===== src/rtl/iadc_seq_pkg.sv =====
package iadc_seq_pkg;

    localparam int MAX_LEN = 4096;
    localparam int LEN_W   = $clog2(MAX_LEN) + 1;

    typedef enum logic [1:0] {
        ST_IDLE  = 2'd0,
        ST_RESET = 2'd1,
        ST_SKIP  = 2'd2,
        ST_ACCUM = 2'd3
    } seq_state_t;

    // Phase lengths minus one, so the counter compares against the last index
    function automatic logic [LEN_W-1:0] rst_len_m1(input logic [1:0] code);
        unique case (code)
            2'd0:    return LEN_W'(49);
            2'd1:    return LEN_W'(74);
            2'd2:    return LEN_W'(99);
            default: return LEN_W'(149);
        endcase
    endfunction

    function automatic logic [LEN_W-1:0] skip_len_m1(input logic [2:0] code);
        unique case (code)
            3'd0:    return LEN_W'(383);
            3'd1:    return LEN_W'(575);
            3'd2:    return LEN_W'(895);
            3'd3:    return LEN_W'(1023);
            3'd4:    return LEN_W'(2047);
            default: return LEN_W'(4095); // 5 and the reserved codes
        endcase
    endfunction

    function automatic logic [LEN_W-1:0] osr_len_m1(input logic [1:0] code);
        return LEN_W'((int'(code) + 1) * 32 - 1);
    endfunction

endpackage


===== src/rtl/iadc_trig_sync.sv =====
module iadc_trig_sync #(
    parameter int N_PINS      = 3,
    parameter int SYNC_STAGES = 2,
    parameter int SEL_W       = 2
) (
    input  logic              clk,
    input  logic              rst_n,
    input  logic [N_PINS-1:0] pins,
    input  logic [SEL_W-1:0]  src_sel,
    output logic              start_edge
);

    logic [N_PINS-1:0] chain_q [SYNC_STAGES];
    logic              sel_pin;
    logic              prev_q;
    logic [SEL_W-1:0]  pin_idx;

    always_ff @(posedge clk or negedge rst_n) begin
        if (!rst_n) chain_q[0] <= '0;
        else        chain_q[0] <= pins;
    end

    for (genvar s = 1; s < SYNC_STAGES; s++) begin : g_stage
        always_ff @(posedge clk or negedge rst_n) begin
            if (!rst_n) chain_q[s] <= '0;
            else        chain_q[s] <= chain_q[s-1];
        end
    end

    assign pin_idx = src_sel - SEL_W'(1);

    always_comb begin
        if (src_sel == '0) sel_pin = 1'b0;
        else               sel_pin = chain_q[SYNC_STAGES-1][pin_idx];
    end

    always_ff @(posedge clk or negedge rst_n) begin
        if (!rst_n) prev_q <= 1'b0;
        else        prev_q <= sel_pin;
    end

    assign start_edge = sel_pin & ~prev_q;

endmodule


===== src/rtl/iadc_phase_len.sv =====
module iadc_phase_len
    import iadc_seq_pkg::*;
(
    input  logic             clk,
    input  logic             rst_n,
    input  logic             load,
    input  logic [1:0]       rst_code,
    input  logic [2:0]       skip_code,
    input  logic [1:0]       osr_code,
    output logic [LEN_W-1:0] rst_m1,
    output logic [LEN_W-1:0] skip_m1,
    output logic [LEN_W-1:0] acc_m1
);

    always_ff @(posedge clk or negedge rst_n) begin
        if (!rst_n) begin
            rst_m1  <= rst_len_m1(2'd1);
            skip_m1 <= skip_len_m1(3'd1);
            acc_m1  <= osr_len_m1(2'd3);
        end else if (load) begin
            rst_m1  <= rst_len_m1(rst_code);
            skip_m1 <= skip_len_m1(skip_code);
            acc_m1  <= osr_len_m1(osr_code);
        end
    end

endmodule


===== src/rtl/iadc_seq_fsm.sv =====
module iadc_seq_fsm
    import iadc_seq_pkg::*;
#(
    parameter int NUM_CH = 4,
    parameter int CH_W   = (NUM_CH > 1) ? $clog2(NUM_CH) : 1
) (
    input  logic             clk,
    input  logic             rst_n,
    input  logic             en,
    input  logic [1:0]       mode,
    input  logic             start_req,
    input  logic             stop_seq,
    input  logic             done_clr,
    input  logic [LEN_W-1:0] rst_m1,
    input  logic [LEN_W-1:0] skip_m1,
    input  logic [LEN_W-1:0] acc_m1,
    output logic             latch_cfg,
    output logic             mod_rst,
    output logic             skip_ph,
    output logic             acc_ph,
    output logic             conv_end,
    output logic             busy,
    output logic [CH_W-1:0]  chan_idx,
    output logic             done_sts
);

    localparam logic [CH_W-1:0] LAST_CH = CH_W'(NUM_CH - 1);

    seq_state_t       state_q, state_d;
    logic [LEN_W-1:0] cnt_q, cnt_d;
    logic [LEN_W-1:0] cur_len;
    logic [1:0]       mode_q;
    logic [CH_W-1:0]  chan_q;
    logic             last_cyc;
    logic             more;

    // State register
    always_ff @(posedge clk or negedge rst_n) begin
        if (!rst_n) begin
            state_q <= ST_IDLE;
            cnt_q   <= '0;
        end else begin
            state_q <= state_d;
            cnt_q   <= cnt_d;
        end
    end

    always_comb begin
        unique case (state_q)
            ST_RESET: cur_len = rst_m1;
            ST_SKIP:  cur_len = skip_m1;
            ST_ACCUM: cur_len = acc_m1;
            default:  cur_len = '0;
        endcase
    end

    assign last_cyc  = (cnt_q == cur_len);
    assign more      = mode_q[1] ? ~stop_seq : (mode_q[0] && (chan_q != LAST_CH));
    assign latch_cfg = (state_q == ST_IDLE) && en && start_req;

    // Next state
    always_comb begin
        state_d = state_q;
        cnt_d   = cnt_q + LEN_W'(1);
        unique case (state_q)
            ST_IDLE: begin
                cnt_d = '0;
                if (latch_cfg) state_d = ST_RESET;
            end
            ST_RESET: begin
                if (!en) begin
                    state_d = ST_IDLE;
                    cnt_d   = '0;
                end else if (last_cyc) begin
                    state_d = ST_SKIP;
                    cnt_d   = '0;
                end
            end
            ST_SKIP: begin
                if (!en) begin
                    state_d = ST_IDLE;
                    cnt_d   = '0;
                end else if (last_cyc) begin
                    state_d = ST_ACCUM;
                    cnt_d   = '0;
                end
            end
            ST_ACCUM: begin
                if (!en) begin
                    state_d = ST_IDLE;
                    cnt_d   = '0;
                end else if (last_cyc) begin
                    state_d = more ? ST_RESET : ST_IDLE;
                    cnt_d   = '0;
                end
            end
        endcase
    end

    // Outputs
    always_comb begin
        mod_rst  = 1'b0;
        skip_ph  = 1'b0;
        acc_ph   = 1'b0;
        busy     = 1'b1;
        conv_end = 1'b0;
        unique case (state_q)
            ST_IDLE:  busy    = 1'b0;
            ST_RESET: mod_rst = 1'b1;
            ST_SKIP:  skip_ph = 1'b1;
            ST_ACCUM: begin
                acc_ph   = 1'b1;
                conv_end = last_cyc && en;
            end
        endcase
    end

    // Mode snapshot, channel index and done flag
    always_ff @(posedge clk or negedge rst_n) begin
        if (!rst_n) begin
            mode_q   <= 2'd0;
            chan_q   <= '0;
            done_sts <= 1'b0;
        end else begin
            if (latch_cfg) mode_q <= mode;

            if (state_d == ST_IDLE) begin
                chan_q <= '0;
            end else if (conv_end && more && mode_q[0]) begin
                chan_q <= (chan_q == LAST_CH) ? '0 : chan_q + CH_W'(1);
            end

            if (conv_end && !more && !mode_q[1]) done_sts <= 1'b1;
            else if (done_clr)                   done_sts <= 1'b0;
        end
    end

    assign chan_idx = chan_q;

endmodule


===== src/rtl/iadc_seq_top.sv =====
module iadc_seq_top
    import iadc_seq_pkg::*;
#(
    parameter int NUM_CH      = 4,
    parameter int N_PINS      = 3,
    parameter int SYNC_STAGES = 2,
    localparam int CH_W       = (NUM_CH > 1) ? $clog2(NUM_CH) : 1
) (
    input  logic              clk,
    input  logic              rst_n,
    input  logic              cfg_en,
    input  logic [1:0]        cfg_mode,
    input  logic [1:0]        cfg_rst_sel,
    input  logic [2:0]        cfg_skip_sel,
    input  logic [1:0]        cfg_osr_sel,
    input  logic [1:0]        cfg_trig_src,
    input  logic              oneshot_wr,
    input  logic              stop_seq,
    input  logic              done_clr,
    input  logic [N_PINS-1:0] gpio_in,
    output logic              mod_rst,
    output logic              skip_ph,
    output logic              acc_ph,
    output logic              conv_end,
    output logic              busy,
    output logic [CH_W-1:0]   chan_idx,
    output logic              done_sts
);

    logic             trig_edge;
    logic             latch_cfg;
    logic [LEN_W-1:0] rst_m1, skip_m1, acc_m1;

    iadc_trig_sync #(
        .N_PINS      (N_PINS),
        .SYNC_STAGES (SYNC_STAGES),
        .SEL_W       (2)
    ) u_trig (
        .clk        (clk),
        .rst_n      (rst_n),
        .pins       (gpio_in),
        .src_sel    (cfg_trig_src),
        .start_edge (trig_edge)
    );

    iadc_phase_len u_len (
        .clk       (clk),
        .rst_n     (rst_n),
        .load      (latch_cfg),
        .rst_code  (cfg_rst_sel),
        .skip_code (cfg_skip_sel),
        .osr_code  (cfg_osr_sel),
        .rst_m1    (rst_m1),
        .skip_m1   (skip_m1),
        .acc_m1    (acc_m1)
    );

    iadc_seq_fsm #(
        .NUM_CH (NUM_CH),
        .CH_W   (CH_W)
    ) u_fsm (
        .clk       (clk),
        .rst_n     (rst_n),
        .en        (cfg_en),
        .mode      (cfg_mode),
        .start_req (oneshot_wr | trig_edge),
        .stop_seq  (stop_seq),
        .done_clr  (done_clr),
        .rst_m1    (rst_m1),
        .skip_m1   (skip_m1),
        .acc_m1    (acc_m1),
        .latch_cfg (latch_cfg),
        .mod_rst   (mod_rst),
        .skip_ph   (skip_ph),
        .acc_ph    (acc_ph),
        .conv_end  (conv_end),
        .busy      (busy),
        .chan_idx  (chan_idx),
        .done_sts  (done_sts)
    );

endmodule


===== config.mk =====
export PLATFORM = sky130hd
export DESIGN_NAME = iadc_seq_top
export DESIGN_NICKNAME = d
export VERILOG_FILES = /design/src/rtl/iadc_seq_pkg.sv /design/src/rtl/iadc_trig_sync.sv /design/src/rtl/iadc_phase_len.sv /design/src/rtl/iadc_seq_fsm.sv /design/src/rtl/iadc_seq_top.sv
export SDC_FILE = /design/constraint.sdc
export NUM_CORES = 1
export LEC_CHECK = 0
export ABC_AREA = 1
export BUFFER_PORTS_ARGS = -buffer_cell sky130_fd_sc_hd__buf_2
export CAP_MARGIN = 15
export CORE_ASPECT_RATIO = 2
export CORE_UTILIZATION = 50
export DETAILED_ROUTE_END_ITERATION = 6
export PLACE_DENSITY = 0.7
export SETUP_SLACK_MARGIN = 0.05
export SLEW_MARGIN = 20
export SYNTH_ARGS = -nofsm -noshare
export SYNTH_HDL_FRONTEND = slang
export SYNTH_SLANG_ARGS = --single-unit

===== constraint.sdc =====
create_clock -name clk -period 2 [get_ports clk]
set_input_delay 0.2 -clock clk [delete_from_list [all_inputs] [get_ports clk]]
set_output_delay 0.2 -clock clk [all_outputs]
set_load 0.05 [all_outputs]

* After elaboration in Yosys (flattened, before gate mapping) *
Index checks and enable logic that the tools add are counted.
Widths: inputs -> output; s select.

cells by class
  shift operators = 0
  reductions and logical operators = 18
  div/mod/pow operators = 0
  add/sub/neg operators = 5
  multiplexer cells = 29
  equality and inequality tests = 12
  multipliers = 0
  order comparisons = 1
  bitwise operators = 4

operator list
  cell                   count
  $pmux 12 s5            1
  $pmux 13 s3            1
  $mux 13                2
  $pmux 13 s2            1
  $pmux 8 s3             1
  $mux 2                 10
  $add 13x1->13 const B  1
  $eq 13x13->1           1
  $sub 13x2->13 const B  1
  $mux 1                 11
  $eq 2x2->1 const B     4
  $logic_and 1x1->1      8
  $logic_not 2->1        4
  $pmux 2 s4             1
  $eq 3x2->1 const B     2
  $eq 2x1->1 const B     2
  $reduce_bool 2->1      2
  $add 2x1->3 const B    1
  $eq 3x1->1 const B     1
  $eq 3x3->1 const B     1
  $logic_not 3->1        1
  $lt 2x3->1 const B     1
  $reduce_or 3->1        1
  $add 2x1->2 const B    1
  other kinds (7)        9

storage, ports and cells
  bits in latches = 0
  bits in registers = 66
  output and inout port bits = 8
  memories = 0
  ROM bits = 0
  RAM bits = 0
  input bits = 20

* Logic depth before layout (Yosys ltp) *
  depth after elaboration = 11
  mapped depth = 15

* Modules after synthesis *
A second synthesis with hierarchy kept.

unflattened totals
  cells, all modules = 390
  area, all modules = 2847.7 um^2

by module, submodules not included
  module          area each (um^2)  times used  cells an instance
  iadc_seq_fsm    1701.6            1           264
  iadc_phase_len  887.1             1           101
  iadc_trig_sync  247.7             1           22
  iadc_seq_top    11.3              1           3

* Worst setup path before layout *
No wires, ideal clock.

  path type = flip-flop to flip-flop
  start point = register u_fsm.state_q[0]
  end point = register u_fsm.chan_q[0], in the netlist u_fsm.chan_idx[0]
  clock period less this slack = 1913 ps
  stages on the path, launching flop included = 15
  library setup time = 63 ps
  arrival time = 1850 ps
  setup slack = 87 ps
  buffers on the path = 1
  data required time = 1937 ps
  path through = dfrtp_1 > clkbuf_8 > nand2_1 > inv_2 > nand3_1 > nand2_1 > nor2_2 > nand3_1 > nor2_2 > nand3_2 > nor2_4 > nand3_1 > nand2_1 > nand2_1 > inv_1

between the ends
  cells in the longest elaborated chain, start to end = 8
  elaborated cells on any way between the ends = 23
  classes of those cells = eq/ne (4); mux (11); reduce/logical (8)

RTL lines
  item                                      line                                     text
  start, declared                           iadc_seq_fsm.sv:29                       seq_state_t state_q, state_d;
  start signal, assigned                    iadc_seq_fsm.sv:43                       state_q <= state_d;
  $eq 2x2->1, or another cell as far along  iadc_seq_fsm.sv:49, iadc_seq_fsm.sv:107
  $pmux 13 s3                               iadc_seq_fsm.sv:49                       unique case (state_q)
  $eq 13x13->1                              iadc_seq_fsm.sv:57                       assign last_cyc = (cnt_q == cur_len);
  $logic_and 1x1->1                         iadc_seq_fsm.sv:113                      conv_end = last_cyc && en;
  $mux 1 *                                  iadc_seq_fsm.sv:107                      unique case (state_q)
  named net conv_end                        iadc_seq_top.sv:24                       output logic conv_end,
  $logic_and 1x1->1 * (2 in a row)          iadc_seq_fsm.sv:129                      end else if (conv_end && more && mode_q[0]) begin
  $reduce_bool 2->1 (no source line) *      -
  end signal, assigned                      iadc_seq_fsm.sv:130                      chan_q <= (chan_q == LAST_CH) ? '0 : chan_q + CH_W'(1);
  end, declared                             iadc_seq_fsm.sv:33                       logic [CH_W-1:0] chan_q;

The timed path passes the listed nets; every way through them passes the cells marked *.
A chain may end at the register's enable or synchronous reset.

* Worst setup path in the final report *
  start point = register u_fsm.state_q[1]
  end point = output port conv_end

between the ends
  cells in the longest elaborated chain, start to end = 5
  elaborated cells on any way between the ends = 7
  classes of those cells = eq/ne (4); mux (2); reduce/logical (1)

RTL lines
  item                                      line
  $eq 2x2->1, or another cell as far along  iadc_seq_fsm.sv:49, iadc_seq_fsm.sv:107
  $pmux 13 s3                               iadc_seq_fsm.sv:49
  $eq 13x13->1                              iadc_seq_fsm.sv:57
  $logic_and 1x1->1                         iadc_seq_fsm.sv:113
  $mux 1 *                                  iadc_seq_fsm.sv:107
  end, declared                             iadc_seq_top.sv:24

Every way passes the cells marked *; elsewhere a longest branch is shown, timed or not.

==> impl_metrics.sql <==
INSERT INTO impl_metrics (metric_group, metric, value, unit) VALUES
('layout', 'syn2layout_area_growth', '28.9', '%'),
('timing', 'final_max_slew_viol_count', '0', ''),
('global_routing', 'first_global_vias', '2230', ''),
('setup_path', 'cp-end-kind', 'primary output', ''),
('timing', 'worst_slack', '-184', 'ps'),
('setup_path', 'critPathArrivalTime', '1980', 'ps'),
('pwr', 'p_sw_share', '45.5', '%'),
('global_routing', 'antenna_found_initial', '0', ''),
('setup_path', 'worstPathMaxFanout', '7', ''),
('pwr', 'p_int', '2.29', 'mW'),
('timing', 'slew-limit-headroom', '64.3', '%'),
('floorplan', 'die-height', '101', 'um'),
('detailed_routing', 'drt_iter0_drcs', '54', ''),
('clock_tree', 'cts.clk_slew.worst_paths', '90', 'ps'),
('hold_path', 'hp-class', 'in2reg', ''),
('setup_path', 'start_kind', 'register', ''),
('placement', 'dpl.hpwl', '3900', 'um'),
('pwr', 'clock_power_share', '14.4', '%'),
('logic_synthesis', 'ys.warnings.count', '0', ''),
('layout', 'multiInputGateArea', '1290', 'um2'),
('logic_synthesis', 'netlist_area', '2460', 'um2'),
('logic_synthesis', 'synthDominantCellAreaShare', '37.7', '%'),
('detailed_routing', 'dr_total_vias', '2243', ''),
('clock_tree', 'cts_tree', 'done', ''),
('timing', 'finalSetupViolations', '3', ''),
('setup_path', 'slowest_delay', '480', 'ps'),
('pwr', 'total_power', '4.20', 'mW'),
('global_routing', 'pin_count_of_the_biggest_net_entering_global_routing', '43', ''),
('setup_path', 'crit_type', 'reg2out', ''),
('pwr', 'power.ir.vdd_worst', '0.938', 'mV'),
('pwr', 'p_per_area', '1330', 'nW/um2'),
('detailed_routing', 'postRouteWirelength', '5770', 'um'),
('timing', 'hold_violations', '0', ''),
('floorplan', 'die_width', '51.6', 'um'),
('logic_synthesis', 'synth-seq-cells', '42', ''),
('outcome', 'outcome', 'finished, violations left', ''),
('detailed_routing', 'detail_route.first_pass.iterations', '4', ''),
('logic_synthesis', 'synth.net_count', '355', ''),
('layout', 'final_common_cell', 'nand2_1', ''),
('placement', 'place_congestion', '0.861', ''),
('timing', 'finClkSkew', '7.87', 'ps'),
('layout', 'final-seq-area', '1060', 'um2'),
('layout', 'post_route_cells_drive_above_1_share', '32.0', '%'),
('detailed_routing', 'remaining_drc_errors', '0', ''),
('layout', 'num_antenna_cells', '0', ''),
('timing', 'layout_worst_path_cycle_share', '109', '%'),
('floorplan', 'row_count', '35', ''),
('detailed_routing', 'avgViaCountPerCell', '5.06', ''),
('outcome', 'failing_checks', 'negative setup slack', ''),
('floorplan', 'design.die.area', '5210', 'um2'),
('layout', 'fillers', '420', ''),
('global_routing', 'grtUsageTotal', '23.8', '%'),
('placement', 'place.port_buffers', '27', ''),
('global_routing', 'total_congestion_overflow', '0', ''),
('logic_synthesis', 'yosysSeqAreaShare', '43.0', '%'),
('logic_synthesis', 'postSynthAreaPerCell', '7.53', 'um2'),
('clock_tree', 'cts_made_buffers', '5', ''),
('timing', 'timing.final.crit_period', '2180', 'ps'),
('timing', 'whs', '71.1', 'ps'),
('timing', 'timing.fmax', '458', 'MHz'),
('layout', 'fin_nets', '416', ''),
('logic_synthesis', 'synthesis.instances', '326', ''),
('logic_synthesis', 'synth.top_cells.by_area', 'dfrtp_1, nand2_1, nand3_1', ''),
('clock_tree', 'worst_skew_pair.late_latency', '310', 'ps'),
('pwr', 'power.share.sequential', '28.7', '%'),
('logic_synthesis', 'area_leader_netlist', 'dfrtp_1', ''),
('setup_path', 'worst_path_max_delay_cell', 'dfrtp_2', ''),
('timing', 'rsz0062_at_grt', 'yes', ''),
('setup_path', 'crit_chain', 'buf_6 > nand3_1 > nand2_1 > nand2_1 > nand2_1 > inv_1 > nand3_2 > nor2_4 > nand3_2 > nor2_4 > buf_8', ''),
('timing', 'tightest_slew', '535', 'ps'),
('clock_tree', 'cts-htree-levels', '2', '');
final cells by class:
| class | count | area share, % |
|---|---|---|
| Sequential cell | 42 | 33.5 |
| Timing Repair Buffer | 61 | 13.9 |
| Clock inverter | 2 | 0.514 |
| Clock buffer | 6 | 2.61 |
| Inverter | 53 | 6.60 |
| Tap cell | 55 | 2.17 |
| Multi-Input combinational cell | 224 | 40.7 |
synthesized netlist by cell type:
| cell type | n |
|---|---|
| ha_1 | 9 |
| xor2_1 | 3 |
| o211ai_1 | 1 |
| clkbuf_1 | 1 |
| inv_1 | 50 |
| nor3b_2 | 3 |
| nand3_2 | 2 |
| a31oi_1 | 1 |
| buf_2 | 1 |
| dfrtp_1 | 37 |
| nand2_4 | 2 |
| nand4_1 | 3 |
| a41oi_1 | 1 |
| o21ai_0 | 15 |
| buf_4 | 1 |
| nor2_2 | 5 |
| clkbuf_8 | 1 |
| nand2_2 | 2 |
| o21a_1 | 1 |
| dfstp_2 | 5 |
| nor4_1 | 1 |
| nand3_1 | 38 |
| nor3b_1 | 1 |
| nor2_4 | 1 |
| inv_2 | 3 |
| nand3_4 | 1 |
| nor2_1 | 32 |
| buf_6 | 3 |
| a21oi_1 | 5 |
| xnor2_1 | 1 |
| nand2_1 | 94 |
| nor3_1 | 2 |
final timing paths:
kind	slack [ps]	start	to	cells after the start
min in group asynchronous	480	rst_n	u_fsm.cnt_q[0]	3
hold / removal	70	done_clr	u_fsm.done_sts	2
setup / recovery	-180	u_fsm.state_q[1]	conv_end	11
hold reg to reg	350	u_trig.chain_q[3]	u_trig.chain_q[0]	0
max in group asynchronous	1120	rst_n	u_fsm.state_q[0]	3
setup reg to reg	-60	u_fsm.state_q[1]	u_fsm.chan_idx[0]	16
timing repair:
action / CTS / global route
hold buffers: 4 / 0
pin swaps: 6 / 18
resized for setup: 18 / 41
hold endpoints to repair: 40 / 0
endpoints found under the setup margin: 13 / 15
setup buffers: 5 / 15
power groups by stage:
stage	combinational, mW	sequential, mW	clock, mW
3_3_place_gp	1.66	1.18	0
5_1_grt	2.62	1.22	0.632
2_1_floorplan	1.34	1.16	0
4_1_cts	1.88	1.19	0.607
3_5_place_dp	1.69	1.19	0
6_report	2.39	1.21	0.604
through the flow:
step	std cells	TNS, ps	cell area [um2]
6_report	443	-258	3170
3_5_place_dp	412	-5.17	2680
4_1_cts	429	-133	2920
5_1_grt	443	-696	3170
3_3_place_gp	412	0	2680
2_1_floorplan	326	0	2460
sequential cells by signal (all words and copies together), names as in the netlist:
signal / count
u_fsm.cnt_q: 13
u_len.rst_m1: 6
u_trig.chain_q: 6
u_len.skip_m1: 5
u_len.acc_m1: 4
u_fsm.chan_idx: 2
u_fsm.mode_q: 2
u_fsm.state_q: 2
u_fsm.done_sts: 1
u_trig.prev_q: 1
metal layers:
layer | global-route usage, % | share of wire [%] | up-vias
met3 | 3.47 | 2.2 | 16
met1 | 24.4 | 38 | 1057
met2 | 44.8 | 57 | 41
met5 | 0 | 0 | -
met4 | 11.6 | 3.1 | 0
li1 | - | - | 1129
critical path, delay by kind of cell, from the launching register on:
family                 cells  cell delay (ps)
and+or+nand+nor            8              790
DFF                        1              480
buffers and inverters      3              410
cell families (layout without fill, tap and decap cells):
kind of cell	after synthesis	in the layout	share of synthesized area, %
and+or+nand+nor	187	187	34.9
xor gates and xnor gates	4	4	1.43
buffers and inverters	60	122	10.7
AOI/OAI and AO/OA	24	24	5.30
DFF	42	42	43.0
adders and majority gates	9	9	4.58
(Power assumes the default switching activity.)
